==> src/rtl/otp_seq_pkg.sv <==
package otp_seq_pkg;

  typedef enum logic [1:0] {
    OP_PROG = 2'b00,
    OP_VFY  = 2'b01,
    OP_LOCK = 2'b10
  } op_e;

  typedef enum logic [3:0] {
    ST_E0, ST_E1, ST_E2, ST_IDLE, ST_VPP, ST_PSET, ST_PALE,
    ST_PHOLD, ST_ASET, ST_STRB, ST_SHOLD, ST_GAP
  } st_e;

  localparam logic [1:0] AM_ENTRY = 2'b01;
  localparam logic [1:0] AM_BYTE  = 2'b11;
  localparam logic [1:0] AM_LOCK  = 2'b10;

  function automatic op_e op_of(input logic [1:0] code);
    if (code[1]) return OP_LOCK;
    if (code[0]) return OP_VFY;
    return OP_PROG;
  endfunction

endpackage

==> src/rtl/otp_cyc_timer.sv <==
module otp_cyc_timer #(
  parameter int TW      = 4,
  parameter int RST_VAL = 0
) (
  input  logic          clk,
  input  logic          rst_n,
  input  logic          load,
  input  logic [TW-1:0] load_val,
  output logic          zero
);
  logic [TW-1:0] cnt_q;

  always_ff @(posedge clk or negedge rst_n) begin
    if (!rst_n)            cnt_q <= TW'(RST_VAL);
    else if (load)         cnt_q <= load_val;
    else if (cnt_q != '0)  cnt_q <= cnt_q - 1'b1;
  end

  assign zero = (cnt_q == '0);
endmodule

==> src/rtl/otp_page_track.sv <==
module otp_page_track import otp_seq_pkg::*; #(
  parameter int HI_W = 8
) (
  input  logic            clk,
  input  logic            rst_n,
  input  logic            upd,
  input  op_e             op,
  input  logic [HI_W-1:0] hi,
  output logic            hit
);
  logic            vld_q;
  op_e             op_q;
  logic [HI_W-1:0] hi_q;

  always_ff @(posedge clk or negedge rst_n) begin
    if (!rst_n) begin
      vld_q <= 1'b0;
      op_q  <= OP_PROG;
      hi_q  <= '0;
    end else if (upd) begin
      vld_q <= (op != OP_LOCK);
      op_q  <= op;
      hi_q  <= hi;
    end
  end

  assign hit = vld_q && (op_q == op) && (hi_q == hi);
endmodule

==> src/rtl/otp_vfy_cmp.sv <==
module otp_vfy_cmp #(
  parameter int ADDR_W = 16,
  parameter int DATA_W = 8
) (
  input  logic              clk,
  input  logic              rst_n,
  input  logic              chk,
  input  logic [DATA_W-1:0] exp_data,
  input  logic [DATA_W-1:0] got_data,
  input  logic [ADDR_W-1:0] addr,
  output logic              err,
  output logic [ADDR_W-1:0] err_addr,
  output logic [DATA_W-1:0] err_data
);
  always_ff @(posedge clk or negedge rst_n) begin
    if (!rst_n) begin
      err      <= 1'b0;
      err_addr <= '0;
      err_data <= '0;
    end else if (chk && (got_data != exp_data)) begin
      err      <= 1'b1;
      err_addr <= addr;
      err_data <= got_data;
    end
  end
endmodule

==> src/rtl/otp_prog_seq.sv <==
module otp_prog_seq import otp_seq_pkg::*; #(
  parameter int PORT_W      = 8,
  parameter int DATA_W      = 8,
  parameter int T_SETUP     = 2,
  parameter int T_PALE      = 3,
  parameter int T_HOLD      = 2,
  parameter int T_PGM       = 10,
  parameter int T_PGM_SHORT = 4,
  parameter int T_RD        = 4,
  parameter int T_GAP       = 3,
  parameter int T_VPP       = 5
) (
  input  logic                clk,
  input  logic                rst_n,
  input  logic                arr_sel,
  input  logic                cmd_valid,
  output logic                cmd_ready,
  input  logic [1:0]          cmd_op,
  input  logic [2*PORT_W-1:0] cmd_addr,
  input  logic [DATA_W-1:0]   cmd_data,
  output logic                mode_sel,
  output logic                wr_stb_n,
  output logic                rd_stb_n,
  output logic                hi_lat,
  output logic [1:0]          acc_mode,
  output logic [PORT_W-1:0]   addr_o,
  output logic [DATA_W-1:0]   dout,
  output logic                dout_en,
  input  logic [DATA_W-1:0]   din,
  output logic [1:0]          vsup_lvl,
  output logic                vpp_raise,
  output logic                vfy_err,
  output logic [2*PORT_W-1:0] err_addr,
  output logic [DATA_W-1:0]   err_data
);
  localparam int ADDR_W = 2 * PORT_W;

  function automatic int max_t();
    int m;
    m = T_SETUP;
    if (T_PALE > m)      m = T_PALE;
    if (T_HOLD > m)      m = T_HOLD;
    if (T_PGM > m)       m = T_PGM;
    if (T_PGM_SHORT > m) m = T_PGM_SHORT;
    if (T_RD > m)        m = T_RD;
    if (T_GAP > m)       m = T_GAP;
    if (T_VPP > m)       m = T_VPP;
    return m;
  endfunction

  localparam int TMAX = max_t();
  localparam int TW   = $clog2(TMAX + 1);

  localparam logic [TW-1:0] L_SETUP = TW'(T_SETUP - 1);
  localparam logic [TW-1:0] L_PALE  = TW'(T_PALE - 1);
  localparam logic [TW-1:0] L_HOLD  = TW'(T_HOLD - 1);
  localparam logic [TW-1:0] L_PGM   = TW'(T_PGM - 1);
  localparam logic [TW-1:0] L_SHORT = TW'(T_PGM_SHORT - 1);
  localparam logic [TW-1:0] L_RD    = TW'(T_RD - 1);
  localparam logic [TW-1:0] L_GAP   = TW'(T_GAP - 1);
  localparam logic [TW-1:0] L_VPP   = TW'(T_VPP - 1);

  st_e               st_q, st_d;
  op_e               op_q, cmd_opd;
  logic [ADDR_W-1:0] addr_q;
  logic [DATA_W-1:0] data_q;
  logic [1:0]        mode_q;
  logic              vpp_q, pale_q, arr_q;
  logic              accept, chk;
  logic              tmr_load, tmr_zero;
  logic [TW-1:0]     tmr_val, strb_len;
  logic              pg_hit, vpp_need, pale_need;
  logic              entry_lo, hi_phase, sel_arr;

  assign cmd_opd   = op_of(cmd_op);
  assign vpp_need  = (cmd_opd != OP_VFY);
  assign pale_need = (cmd_opd != OP_LOCK) && !pg_hit;

  otp_cyc_timer #(.TW(TW), .RST_VAL(T_SETUP - 1)) u_tmr (
    .clk(clk), .rst_n(rst_n), .load(tmr_load), .load_val(tmr_val), .zero(tmr_zero)
  );

  otp_page_track #(.HI_W(PORT_W)) u_pg (
    .clk(clk), .rst_n(rst_n), .upd(accept), .op(cmd_opd),
    .hi(cmd_addr[ADDR_W-1:PORT_W]), .hit(pg_hit)
  );

  otp_vfy_cmp #(.ADDR_W(ADDR_W), .DATA_W(DATA_W)) u_cmp (
    .clk(clk), .rst_n(rst_n), .chk(chk), .exp_data(data_q), .got_data(din),
    .addr(addr_q), .err(vfy_err), .err_addr(err_addr), .err_data(err_data)
  );

  always_comb begin
    if (op_q == OP_VFY)                                strb_len = L_RD;
    else if (op_q == OP_PROG && arr_q && !addr_q[0])   strb_len = L_SHORT;
    else                                               strb_len = L_PGM;
  end

  always_comb begin
    st_d     = st_q;
    tmr_load = 1'b0;
    tmr_val  = '0;
    accept   = 1'b0;
    chk      = 1'b0;
    case (st_q)
      ST_E0: if (tmr_zero) begin
        st_d = ST_E1; tmr_load = 1'b1; tmr_val = L_SETUP;
      end
      ST_E1: if (tmr_zero) begin
        st_d = ST_E2; tmr_load = 1'b1; tmr_val = L_SETUP;
      end
      ST_E2: if (tmr_zero) st_d = ST_IDLE;
      ST_IDLE: if (cmd_valid) begin
        accept   = 1'b1;
        tmr_load = 1'b1;
        if (vpp_need != vpp_q) begin
          st_d = ST_VPP; tmr_val = L_VPP;
        end else begin
          st_d = pale_need ? ST_PSET : ST_ASET; tmr_val = L_SETUP;
        end
      end
      ST_VPP: if (tmr_zero) begin
        st_d = pale_q ? ST_PSET : ST_ASET; tmr_load = 1'b1; tmr_val = L_SETUP;
      end
      ST_PSET: if (tmr_zero) begin
        st_d = ST_PALE; tmr_load = 1'b1; tmr_val = L_PALE;
      end
      ST_PALE: if (tmr_zero) begin
        st_d = ST_PHOLD; tmr_load = 1'b1; tmr_val = L_HOLD;
      end
      ST_PHOLD: if (tmr_zero) begin
        st_d = ST_ASET; tmr_load = 1'b1; tmr_val = L_SETUP;
      end
      ST_ASET: if (tmr_zero) begin
        st_d = ST_STRB; tmr_load = 1'b1; tmr_val = strb_len;
      end
      ST_STRB: if (tmr_zero) begin
        st_d = ST_SHOLD; tmr_load = 1'b1; tmr_val = L_HOLD;
        chk  = (op_q == OP_VFY);
      end
      ST_SHOLD: if (tmr_zero) begin
        st_d = ST_GAP; tmr_load = 1'b1; tmr_val = L_GAP;
      end
      ST_GAP: if (tmr_zero) st_d = ST_IDLE;
      default: st_d = ST_IDLE;
    endcase
  end

  always_ff @(posedge clk or negedge rst_n) begin
    if (!rst_n) begin
      st_q   <= ST_E0;
      op_q   <= OP_PROG;
      addr_q <= '0;
      data_q <= '0;
      mode_q <= AM_ENTRY;
      vpp_q  <= 1'b0;
      pale_q <= 1'b0;
      arr_q  <= 1'b0;
    end else begin
      st_q <= st_d;
      if (st_q == ST_E0) arr_q <= arr_sel;
      if (accept) begin
        op_q   <= cmd_opd;
        addr_q <= cmd_addr;
        data_q <= cmd_data;
        mode_q <= (cmd_opd == OP_LOCK) ? AM_LOCK : AM_BYTE;
        vpp_q  <= vpp_need;
        pale_q <= pale_need;
      end
    end
  end

  assign entry_lo  = (st_q == ST_E0) || (st_q == ST_E1);
  assign hi_phase  = (st_q == ST_PSET) || (st_q == ST_PALE) || (st_q == ST_PHOLD);
  assign sel_arr   = (st_q == ST_E0) ? arr_sel : arr_q;

  assign cmd_ready = (st_q == ST_IDLE);
  assign mode_sel  = (st_q == ST_E0);
  assign wr_stb_n  = !(entry_lo || (st_q == ST_STRB && op_q != OP_VFY));
  assign rd_stb_n  = !(st_q == ST_STRB && op_q == OP_VFY);
  assign hi_lat    = (st_q == ST_PALE);
  assign acc_mode  = mode_q;
  assign addr_o    = hi_phase ? addr_q[ADDR_W-1:PORT_W] : addr_q[PORT_W-1:0];
  assign dout      = data_q;
  assign dout_en   = (op_q != OP_VFY) &&
                     ((st_q == ST_ASET) || (st_q == ST_STRB) || (st_q == ST_SHOLD));
  assign vsup_lvl[0] = !(entry_lo && !sel_arr);
  assign vsup_lvl[1] = !(entry_lo && sel_arr);
  assign vpp_raise = vpp_q;
endmodule

==> config.mk <==
export PLATFORM = sky130hd
export DESIGN_NAME = otp_prog_seq
export DESIGN_NICKNAME = d
export VERILOG_FILES = /design/src/rtl/otp_seq_pkg.sv /design/src/rtl/otp_cyc_timer.sv /design/src/rtl/otp_page_track.sv /design/src/rtl/otp_vfy_cmp.sv /design/src/rtl/otp_prog_seq.sv
export SDC_FILE = /design/constraint.sdc
export NUM_CORES = 1
export LEC_CHECK = 0
export BUFFER_PORTS_ARGS = -buffer_cell sky130_fd_sc_hd__buf_2
export CORE_MARGIN = 2
export CORE_UTILIZATION = 50
export DETAILED_ROUTE_END_ITERATION = 8
export PLACE_DENSITY = 0.77
export SYNTH_ARGS = -nofsm -noshare
export SYNTH_HDL_FRONTEND = slang
export SYNTH_SLANG_ARGS = --single-unit
==> constraint.sdc <==
create_clock -name clk -period 2.6 [get_ports clk]
set_clock_uncertainty 0.1 [all_clocks]
set_input_delay 0.52 -clock clk [delete_from_list [all_inputs] [get_ports clk]]
set_output_delay 0.52 -clock clk [all_outputs]
set_load 0.1 [all_outputs]
==> flow_results.org, run 1 <==
** Synth
- Share of synthesized area occupied by flip-flops and latches :: 50.4%
- Mapped Cells :: 320
- Dividing the synthesized area by the synthesized cell count gives approximately 10 µm².
- Count of flip-flops with a built-in enable after synthesis :: 0
- After synthesis, the cell types taking the most area are dfrtp_1, nand2_1, mux2_2.
- For this run, the number of Yosys warnings is 0.
- Summing every instance area after synthesis gives 3230 µm².
- Async set-reset flop share out of synthesis :: between 90% and 100%
- Synthesis produced a netlist with a net count of around 360.
- Fraction of post-synthesis cell area in the top cell type by area :: about 50%
- Number of different library cells in the post-synthesis netlist :: 46
- The most used flip-flop cell after synthesis is dfrtp_1.
- The biggest area contributor in the post-synthesis netlist is dfrtp_1.
- Flip-flop and latch count after synthesis :: 65

** Route
- In this run the remaining antenna-violating nets after routing total 0.
- In the routed design, unresolved DRC markers number 0.
- DRT Pass-1 Iters :: 4
- Vias/cell :: 5.27
- Wires add up to between 7000 and 8000 µm.
- Summing over every cut layer, the via total after detailed routing is roughly 2.6k.
- Routed wirelength normalized by instance count :: 15.3 µm
- In this run, the number of DRC markers left after iteration 0 of detailed routing was 196.

** Final layout
- After filler insertion, the fill cell instance count of the layout stands at 499.
- The post-route netlist has 35.5% of its cells at a drive strength greater than 1.
- For this run, the number of standard cells in the final layout without fillers is 502.
- After the last flow step, the layout net total stands at 460.
- Summing all non-filler instances in the final layout gives an area of about 4200 µm².
- The repair_antennas step left the layout with diodes totalling 0.
- In the layout the commonest cells are nand2_1, buf_2, dfrtp_1, mux2_2.
- Most common library cell in the layout ignoring fill and taps :: nand2_1
- Relative to the synthesized area, the layout overhead comes to 30.2%.

** Setup path
- STA classifies the critical path startpoint as a flop.
- Worst endpoint data arrival time :: 1860 ps
- The largest single stage delay on the critical path is 520 ps.
- Slowest-stage cell, CP :: dfrtp_1
- Cell family with the largest share of critical-path delay :: flip-flops
- Largest fanout of any net on the critical path :: 8
- The critical path is of the reg2out type.
- Worst reg-to-reg setup slack :: 340 ps
- Worst path cell trace :: nand2b_1 > nor2_1 > buf_4 > mux2_2 > buf_12
- Number of buffers and inverters on the critical path :: 2
- Kind of capture point of the worst setup path :: primary output
- At the worst endpoint, the required time is 1980 ps.

** Placement
- Dpl hpwl :: 5480 µm
- The count of buffers added on input and output ports is 89.
- The placed instances occupy a cell area of 3970 µm².
- Including well taps, the total number of placed cells is ~480.
- The congestion estimate from routability-driven global placement came to 0.937.

** CTS
- Buffers inserted during clock tree synthesis total 9.
- Maximum clock path buffer count :: 2
- The H-tree was split into 3 levels.
- Source-to-sink clock delay at the later pin of the worst-skew pair :: approximately 340 ps
- Register clock-pin slew on the reported worst setup and hold paths :: roughly 60 ps
- TritonCTS clock tree :: built
- Counting every sink on the clock net gives 65.
- Clock root buffer :: clkbuf_8
- # hold bufs at CTS :: 0

** Floorplanning
- The die is about 84 µm wide.
- Count of pins on the block boundary :: 90
- Placement row count :: 29
- Vertical die dimension :: 84.4 µm
- Area inside the core boundary :: 6310 µm²
- Starting density of the core :: between 50% and 60%
- The floorplan step defined a die boundary enclosing 7120 µm².

** Run
- The tool flagged a number of max-cap violations equal to 0.

** Worst hold path
- The tightest min-delay check is of the in2async type.

** Global route
- First-pass GRT wire length :: 12,900 µm
- Number of global-route vias before repair :: 2,670
- Remaining global-route overflow :: 0
- Overall routing resource usage :: 22.9%
- The number of antenna violations at the first check in global routing was 0.
- Maximum number of pins on one net before global-route repair :: 33

** Timing
- The routed design could run at a clock period as short as ~2500 ps.
- Hold violation count in the final report :: 0
- Peak clock frequency supported by timing :: 403 MHz
- For the pin with the worst max-slew slack, the measured transition is 719 ps.
- Worst hold slack :: 11.5 ps
- Final setup viols :: 0
- Final cycle utilization of the critical path :: 95.5%
- The final-report max-slew violation count came to 0.
- Relative slew margins :: 52.0%
- RSZ-0062 raised after global routing :: no
- Setup TNS after final layout :: 0 ps

** Status
- Result of the run :: complete, no violations
layout make-up:
| type | instances | area [µm²] | share of cell area (%) |
|---|---|---|---|
| clock buffers | 12 | 145 | 3.45 |
| repair buffers | 104 | 706 | 16.8 |
| inverters | 5 | 18.8 | 0.446 |
| flip-flops and latches | 65 | 1630 | 38.7 |
| well taps | 77 | 96.3 | 2.29 |
| clock inverters | 3 | 65.1 | 1.55 |
| multi-input cells | 236 | 1550 | 36.8 |
per-stage QoR:
stage	utilization, %	setup slack, ps
after floorplan	-	-29.4
after global placement	62.9	369
after detailed placement	62.9	363
after CTS	66.3	1.49
after global routing	66.7	22.9
final	66.7	117
cell usage after synthesis, types with 3 or more instances:
| cell type | count |
|---|---|
| a21oi_1 | 13 |
| clkbuf_1 | 8 |
| dfrtp_1 | 63 |
| inv_1 | 5 |
| mux2_1 | 9 |
| mux2_2 | 14 |
| mux2_4 | 10 |
| nand2_1 | 91 |
| nand2b_1 | 8 |
| nand4_1 | 3 |
| nor2_1 | 13 |
| nor3_1 | 7 |
| nor4_1 | 4 |
| o21ai_0 | 10 |
| o22ai_1 | 3 |
| xnor2_1 | 11 |
| xor2_1 | 8 |
cells by family after synthesis:
kind of cell	Yosys count	share of synthesized area, %
and+or+nand+nor	141	19.9
DFF	65	50.4
AOI/OAI and AO/OA	41	8.32
muxes	34	13.0
xor gates and xnor gates	19	5.15
buffers and inverters	19	2.86
adders and majority gates	1	0.387
per-layer routing:
metal	vias up	global-route usage, %	part of all wire (%)
met3	9	6.00	6.0
met4	0	7.36	1.0
li1	1290	-	-
met2	93	37.7	49
met5	-	0	0
met1	1252	30.0	44
worst register-to-register path, stage by stage, from the launching register on:
cell	delay [ps]
dfrtp_1	480
nand2b_4	200
or4_4	510
a211oi_4	260
buf_12	240
mux2_2	360
path summary, 6_finish.rpt:
| kind | cells after the start | end | from |
|---|---|---|---|
| max | 5 | addr_o[2] | st_q[2]$_DFFE_PN0P_ |
| min | 1 | addr_q[3]$_DFFE_PN0P_ | rst_n |
| max reg2reg | 5 | u_cmp.err_addr[15]$_DFFE_PN0P_ | st_q[1]$_DFFE_PN0P_ |
| min reg2reg | 1 | u_cmp.err$_DFFE_PN0P_ | u_cmp.err$_DFFE_PN0P_ |
| max in group asynchronous | 2 | st_q[3]$_DFFE_PN0P_ | rst_n |
| min in group clk | 3 | addr_q[7]$_DFFE_PN0P_ | cmd_addr[7] |
flip-flops by register name, summed over array words and instances (netlist names), 2 cells and up:
register,flops
st_q,4
u_cmp.err_data,8
u_pg.op_q,2
dout,8
u_cmp.err_addr,16
addr_q,16
u_tmr.cnt_q,4
acc_mode,2
timing repair:
item	4_1_cts	5_1_grt
endpoints found under the hold margin	0	0
setup buffers	0	3
setup endpoints to repair	0	9
gates resized for setup	0	2
Power of run 1 is left out: the tool's default activity adds up to more than one toggle a clock period on the data nets, which glitch-free logic cannot reach.
==> inputs of run 2 (changes only) <==
- PLACE_DENSITY: 0.77 -> 0.76
- SYNTH_HIERARCHICAL: default -> 1
==> run 2 against run 1 <==
Synthesized cell count rose by 5.9%; worst setup slack improved by 6.7 ps; register-to-register slack improved by 30 ps; sequential share of layout area rose by 4.2 points; global-route usage fell by 2.2 points.
==> flow_results.org, run 2 <==
** Status
- The run finished with clean final reports.

** Placement
- The total of buffers placed on input and output ports is 89 (unchanged).
- Final Wtd Congestion :: 0.864 (-7.7%)
- The half-perimeter wire length after placement was 5470 µm (-0.25%).
- The instance area after placement came to 4210 µm² (+6.0%).
- The instance count after placement with tap cells included was 520 (+7.4%).

** Run
- Max-cap check violation count :: 0 (unchanged)

** Setup path
- RR Startpoint :: u_tmr/cnt_q[0]$_DFFE_PN1P_
- Kind of critical path :: reg2out
- Slowest-stage cell, CP :: dfrtp_1
- The arrival time at the worst endpoint is 1860 ps (about the same).
- RR Endpoint :: u_tmr/cnt_q[3]$_DFFE_PN0P_
- The worst setup path is captured at a primary output.
- Worst path cell trace :: nand2b_4 > nor2_4 > mux2_2 > buf_2
- Length in cells of the worst reg-to-reg path :: 8 (+3)
- CP max stage delay :: 380 ps (-140 ps)
- CP Launch Type :: flop
- The setup slack on the worst flop-to-flop path came to 370 ps (+30 ps).
- The required time reported for the critical path endpoint is 1980 ps (about the same).
- The largest fanout of any net on the critical path is 8 (unchanged).

** Final layout
- Antenna cells :: 0 (unchanged)
- In the layout the commonest cells are nand2_1, buf_2, dfrtp_1, mux2_2, xnor2_1.
- The library cell used most frequently in the layout, excluding fill and tap cells, is nand2_1.
- Registers with the most flip-flops :: addr_q: 16 flops, u_cmp/err_addr: 16 flops
- The number of cells in the finished layout apart from fillers came to 536 (+6.8%).
- The number of nets in the layout is 471 (+2.4%).
- The area of all placed cells without fillers was 4380 µm² (+4.1%).
- The share of cells above drive strength 1 is 38.9% (+3.4 points).
- Synth-to-layout area growth :: 20.1%

** Route
- Number of design-rule violations left by the first detailed-router iteration :: 171 (-13%)
- The residual DRC count came to 0 (unchanged).
- The sum of routed wire length over all layers came to 7650 µm (-0.31%).
- The average routed wire per standard cell came to 14.3 µm (-6.6%).
- DRT Pass-1 Iters :: 4 (unchanged)
- Vias/cell :: 5.08 (-3.5%)
- Vias after detailed routing :: 2,724 (+3.0%)
- Residual antenna-violating net count after detailed routing :: 0 (unchanged)

** Global route
- The pin count of the biggest net entering global routing was 76 (+130%).
- Overall routing resource usage :: 20.7% (-2.2 points)
- Number of antenna violations at the first check in global routing :: 0 (unchanged)
- Number of global-route vias before repair :: 2,680 (+0.37%)
- The first-pass GRT wire length was 12,600 µm (-2.5%).
- The total global routing overflow was 0 (unchanged).

** Floorplanning
- The floorplan die area was 8000 µm² (+12%).
- Placement row count :: 31 (+6.9%)
- The starting density of the core is 50.9% (-0.33 points).
- The die height was 89.4 µm (+6.0%).
- The die width was 89.4 µm (+6.0%).
- Count of pins on the block boundary :: 90 (unchanged)
- Area inside the core boundary :: 7180 µm² (+14%)

** Synth
- The synthesized netlist net count was 378 (+5.3%).
- Async set-reset flop share out of synthesis :: 100% (unchanged)
- Mapped Cells :: 339 (+5.9%)
- By area the synthesized netlist is led by dfrtp_1, mux2_2, nand2_1.
- Number of different library cells in the post-synthesis netlist :: 51 (+11%)
- The number of synthesis warnings is 6 (+6).
- Avg Inst Size Synth :: 10.8 µm² (+6.6%)
- Most frequent cell after synthesis :: nand2_1
- Post-Synthesis Cell Area :: 3650 µm² (+13%)
- The biggest area contributor in the post-synthesis netlist is dfrtp_1.
- Synth Flop Type :: dfrtp_1
- Fraction of post-synthesis cell area in the top cell type by area :: 50.1% (+1.3 points)
- The number of synthesized register bits was 75 (+15%).
- The commonest cells after synthesis are nand2_1, dfrtp_1, mux2_2.
- The number of flops mapped to enable cells by yosys was 0 (unchanged).
- The sequential cell area fraction in the yosys report is 51.5% (+1.1 points).

** Timing
- Setup repair after global routing left no endpoint under its margin.
- The final count of negative-setup-slack endpoints came to 0 (unchanged).
- The post-route setup TNS is 0 ps (unchanged).
- Final cycle utilization of the critical path :: 95.2% (-0.26 points)
- Final min period :: 2480 ps (-6.68 ps)
- The worst hold slack after final layout is 215 ps (+203 ps).
- The number of hold-slack violations in the final timing report is 0 (unchanged).
- Relative slew margins :: 39.6% (-12 points)
- Final Slew Violations :: 0 (unchanged)
- Measured slew at the worst slew-check pin :: 906 ps (+187 ps)
- The highest clock frequency the design can meet is 404 MHz (+0.27%).

** CTS
- The clock transition time at the flip-flop clock pins of the worst setup and hold paths was 80 ps (+20 ps).
- Clock root buffer :: clkbuf_8
- CTS H-tree lvls :: 3 (unchanged)
- Setup bufs post-CTS :: 0 (unchanged)
- TritonCTS Buffers :: 9 (unchanged)
- The maximum buffer depth of the clock tree is 2 (unchanged).
- TritonCTS built the clock tree.
- # hold bufs at CTS :: 0 (unchanged)
- The clock network latency to the later pin of the worst-skew pair came to 340 ps (about the same).
- The number of sinks driven by the clock tree was 75 (+15%).

** Worst hold path
- The path class of the tightest hold or removal check is in2async.
-- run 2: logic make-up after synthesis --
| logic type | Yosys count | synth area share [%] |
|---|---|---|
| buffers and inverters | 23 | 3.57 |
| AND/OR/NAND/NOR | 139 | 18.2 |
| AO/OA/AOI/OAI | 32 | 5.83 |
| flip-flops | 75 | 51.5 |
| multiplexers | 48 | 15.5 |
| XOR/XNOR | 21 | 5.04 |
| adder cells (fa/ha/maj) | 1 | 0.343 |
-- run 2: how the worst max path moves through the flow --
stage | startpoint | endpoint | slack [ps] | cells past startpoint
2_1_floorplan | st_q[0]$_DFFE_PN0P_ | hi_lat | 110 | 3
3_3_place_gp | u_tmr/cnt_q[0]$_DFFE_PN1P_ | u_tmr/cnt_q[3]$_DFFE_PN0P_ | 460 | 8
3_5_place_dp | u_tmr/cnt_q[0]$_DFFE_PN1P_ | u_tmr/cnt_q[3]$_DFFE_PN0P_ | 410 | 8
4_1_cts | st_q[3]$_DFFE_PN0P_ | addr_o[0] | 90 | 4
5_1_grt | st_q[1]$_DFFE_PN0P_ | cmd_ready | 20 | 4
6_report | st_q[3]$_DFFE_PN0P_ | addr_o[1] | 120 | 4
-- run 2: repair_timing --
action                                  in CTS  in global routing
endpoints found under the setup margin       0                  1
gates resized for setup                      0                  1
hold endpoints to repair                     0                  0
-- run 2: stage by stage --
step                      setup slack, ps  utilization [%]
after floorplan                       110                -
after global placement                464             58.7
after detailed placement              408             58.7
after CTS                            87.7             61.0
after global routing                 16.7             61.1
final                                 124             61.1
-- run 2: per-layer routing --
metal | GRT usage (%) | vias up | share of wire, %
li1 | - | 1327 | -
met1 | 28.4 | 1319 | 45
met2 | 32.9 | 70 | 49
met3 | 5.17 | 8 | 4.5
met5 | 0 | - | 0
met4 | 6.24 | 0 | 0.97
-- run 2: cell type report --
class | count | area (µm²)
multi-input cells | 241 | 1650
inverters | 6 | 22.5
clock buffers | 11 | 131
fillers | 609 | 2790
repair buffers | 99 | 538
well taps | 99 | 124
flip-flops and latches | 75 | 1880
clock inverters | 5 | 38.8
-- run 2: critical path: cells and delay by family, from the launching register on --
kind / cells / cell delay (ps)
AND/OR/NAND/NOR: 2 / 460
multiplexers: 1 / 380
buffers and inverters: 1 / 290
flip-flops: 1 / 380
Power of run 2 is left out for the same reason.
==> inputs of run 3 (changes only) <==
- CORE_UTILIZATION: 50 -> 40
- PLACE_DENSITY: 0.76 -> default
- SLEW_MARGIN: default -> 30
==> run 3 against run 2 <==
Register-to-register slack got worse by 30 ps; die area increased by 24%; cell count increased by 1.9%; fmax decreased by 2.2%; clock-buffer cell count decreased by 2; via count increased by 0.33%; worst setup slack got worse by 56 ps; sequential cell count unchanged; final area increased by 1.1%; core utilization decreased by 11 points; critical endpoint is now addr_o[3].
==> flow_results.org, run 3 (synthesis gave the netlist of run 2 again) <==
** Status
- The flow ran to the end, and the final reports show no timing, DRC or antenna violations.

** Placement
- The half-perimeter wire length after placement is 5730 µm (+4.7%).
- The weighted congestion at the end of routability-driven global placement came to 0.782 (-9.5%).
- Input/output buffers :: 89 (unchanged)

** Setup path
- Worst path cell trace :: nand2b_4 > nor2_4 > mux2_2 > buf_2
- Kind of critical path :: reg2out
- STA classifies the critical path startpoint as a flop.
- The worst setup path is captured at a primary output.
- Length in cells of the worst reg-to-reg path :: 9 (+1)
- Slowest-stage cell, CP :: dfrtp_1
- CP max stage delay :: 390 ps (about the same)
- The required time reported for the critical path endpoint was 1980 ps (about the same).
- Worst reg-to-reg setup slack :: 340 ps (-30 ps)
- Largest fanout of any net on the critical path :: 8 (unchanged)
- Worst endpoint data arrival time :: 1910 ps (+50 ps)

** CTS
- Clock tree synthesis selected as its root buffer the cell clkbuf_8.
- Source-to-sink clock delay at the later pin of the worst-skew pair :: 350 ps (about the same)
- TritonCTS built the clock tree.
- The clock transition time at the flip-flop clock pins of the worst setup and hold paths was 80 ps (about the same).
- The maximum buffer depth of the clock tree came to 2 (unchanged).
- The number of sinks driven by the clock tree is 75 (unchanged).
- The number of levels in the clock H-tree is 3 (unchanged).
- TritonCTS Buffers :: 9 (unchanged)
- Post_cts resized :: 0 (unchanged)

** Floorplanning
- Starting density of the core :: 41.4% (-9.4 points)
- Vertical die dimension :: 99.5 µm (+11%)
- Count of pins on the block boundary :: 90 (unchanged)
- Area inside the core boundary :: 8810 µm² (+23%)
- Placement row count :: 34 (+9.7%)
- The die width came to 99.5 µm (+11%).
- The floorplan die area came to 9900 µm² (+24%).

** Global route
- First-pass GRT wire length :: 13,900 µm (+9.9%)
- Number of global-route vias before repair :: 2,719 (+1.5%)
- The number of antenna violations at the first check in global routing was 0 (unchanged).
- Overall routing resource usage :: 17.8% (-2.9 points)
- Maximum number of pins on one net before global-route repair :: 43 (-43%)
- Remaining global-route overflow :: 0 (unchanged)

** Worst hold path
- In this run the worst hold path is classified as in2async.

** Route
- Number of design-rule violations left by the first detailed-router iteration :: 111 (-35%)
- Residual antenna-violating net count after detailed routing :: 0 (unchanged)
- DRT Pass-1 Iters :: 4 (unchanged)
- Vias/cell :: 5.01 (-1.5%)
- Number of remaining DRC errors :: 0 (unchanged)
- Routed wirelength normalized by instance count :: 15.2 µm (+6.4%)
- Detailed Route WL :: 8290 µm (+8.4%)
- Vias after detailed routing :: 2,733 (+0.33%)

** Final layout
- Antenna cells :: 0 (unchanged)
- Most common library cell in the layout ignoring fill and taps :: nand2_1
- Relative to the synthesized area, the layout overhead comes to 21.3%.
- The share of cells above drive strength 1 is 39.5% (+0.60 points).
- Number of nets in the layout :: 472 (+0.21%)
- Highest-count cells in the layout ignoring fill and taps :: nand2_1, buf_2, dfrtp_1, mux2_2, xnor2_1
- Footprint of the multi-input gates :: 1650 µm² (unchanged)
- The number of fill cells came to 809 (+33%).
- Registers with the most flip-flops :: addr_q: 16 flops, u_cmp/err_addr: 16 flops
- Seq. cell area :: 1880 µm² (unchanged)

** Timing
- The post-route setup TNS was 0 ps (unchanged).
- Peak clock frequency supported by timing :: 395 MHz (-2.2%)
- Measured slew at the worst slew-check pin :: 856 ps (-50.1 ps)
- The headroom to the max-slew limit came to 42.7% (+3.1 points).
- Final setup viols :: 0 (unchanged)
- RSZ-0062 raised after global routing :: no
- The number of hold-slack violations in the final timing report came to 0 (unchanged).
- The post-route fraction of the period consumed by the critical path was 97.4% (+2.2 points).
- Final min period :: 2530 ps (+56.2 ps)
- Final Slew Violations :: 0 (unchanged)

** Run
- Max-cap check violation count :: 0 (unchanged)
==> run 3: changes by cell type in the layout (fill, tap and decap cells not counted), sizes merged <==
cell	previous run	this run
buf	98	100
bufinv	0	1
clkinv	0	3
clkbuf	12	9
clkinvlp	4	2
==> run 3: final cells by class <==
type | count | share of cell area [%]
multi-input combinational | 241 | 37.2
timing repair buffer | 100 | 12.3
clock inverter | 7 | 1.72
sequential | 75 | 42.4
inverter | 6 | 0.509
clock buffer | 9 | 2.80
tap | 108 | 3.05
==> run 3: routing by layer <==
layer  vias to the layer above  share of wire, %  GRT usage [%]
li1                       1332                 -              -
met1                      1329                46           24.1
met2                        65                47           27.3
met3                         7               5.4           6.04
met4                         0              0.87           4.95
met5                         -                 0              0
==> run 3: path summary, 6_finish.rpt <==
| path | endpoint | from |
|---|---|---|
| max in group asynchronous | acc_mode[0]$_DFFE_PN1P_ | rst_n |
| setup reg to reg | u_tmr/cnt_q[3]$_DFFE_PN0P_ | u_tmr/cnt_q[0]$_DFFE_PN1P_ |
| hold / removal | addr_q[5]$_DFFE_PN0P_ | rst_n |
| hold reg to reg | acc_mode[0]$_DFFE_PN1P_ | acc_mode[0]$_DFFE_PN1P_ |
| setup / recovery | addr_o[3] | st_q[3]$_DFFE_PN0P_ |
| min in group clk | addr_q[1]$_DFFE_PN0P_ | cmd_addr[1] |
==> run 3: what timing repair did <==
| action | in CTS | in global routing |
|---|---|---|
| buffers inserted | 0 | 3 |
| hold buffers | 0 | 0 |
| setup endpoints to repair | 0 | 24 |
==> run 3: per-stage QoR <==
step                      util [%]  instances  hold WS, ps  setup slack [ps]  instance area [µm²]
final                         50.3        546         59.2              67.6                 4430
after detailed placement      47.8        527          359              67.1                 4210
after global routing          50.3        546         75.5              1.42                 4430
after CTS                     50.0        543         51.0              47.3                 4410
after global placement        47.8        527          344              93.8                 4210
after floorplan                  -        339          124               110                 3660
==> run 3: worst max-delay path, delay by kind of cell (launching register included) <==
| kind | cells | cell delay (ps) |
|---|---|---|
| and+or+nand+nor | 2 | 480 |
| DFF | 1 | 390 |
| muxes | 1 | 390 |
| buffers and inverters | 1 | 290 |
Power of run 3 is left out for the same reason.
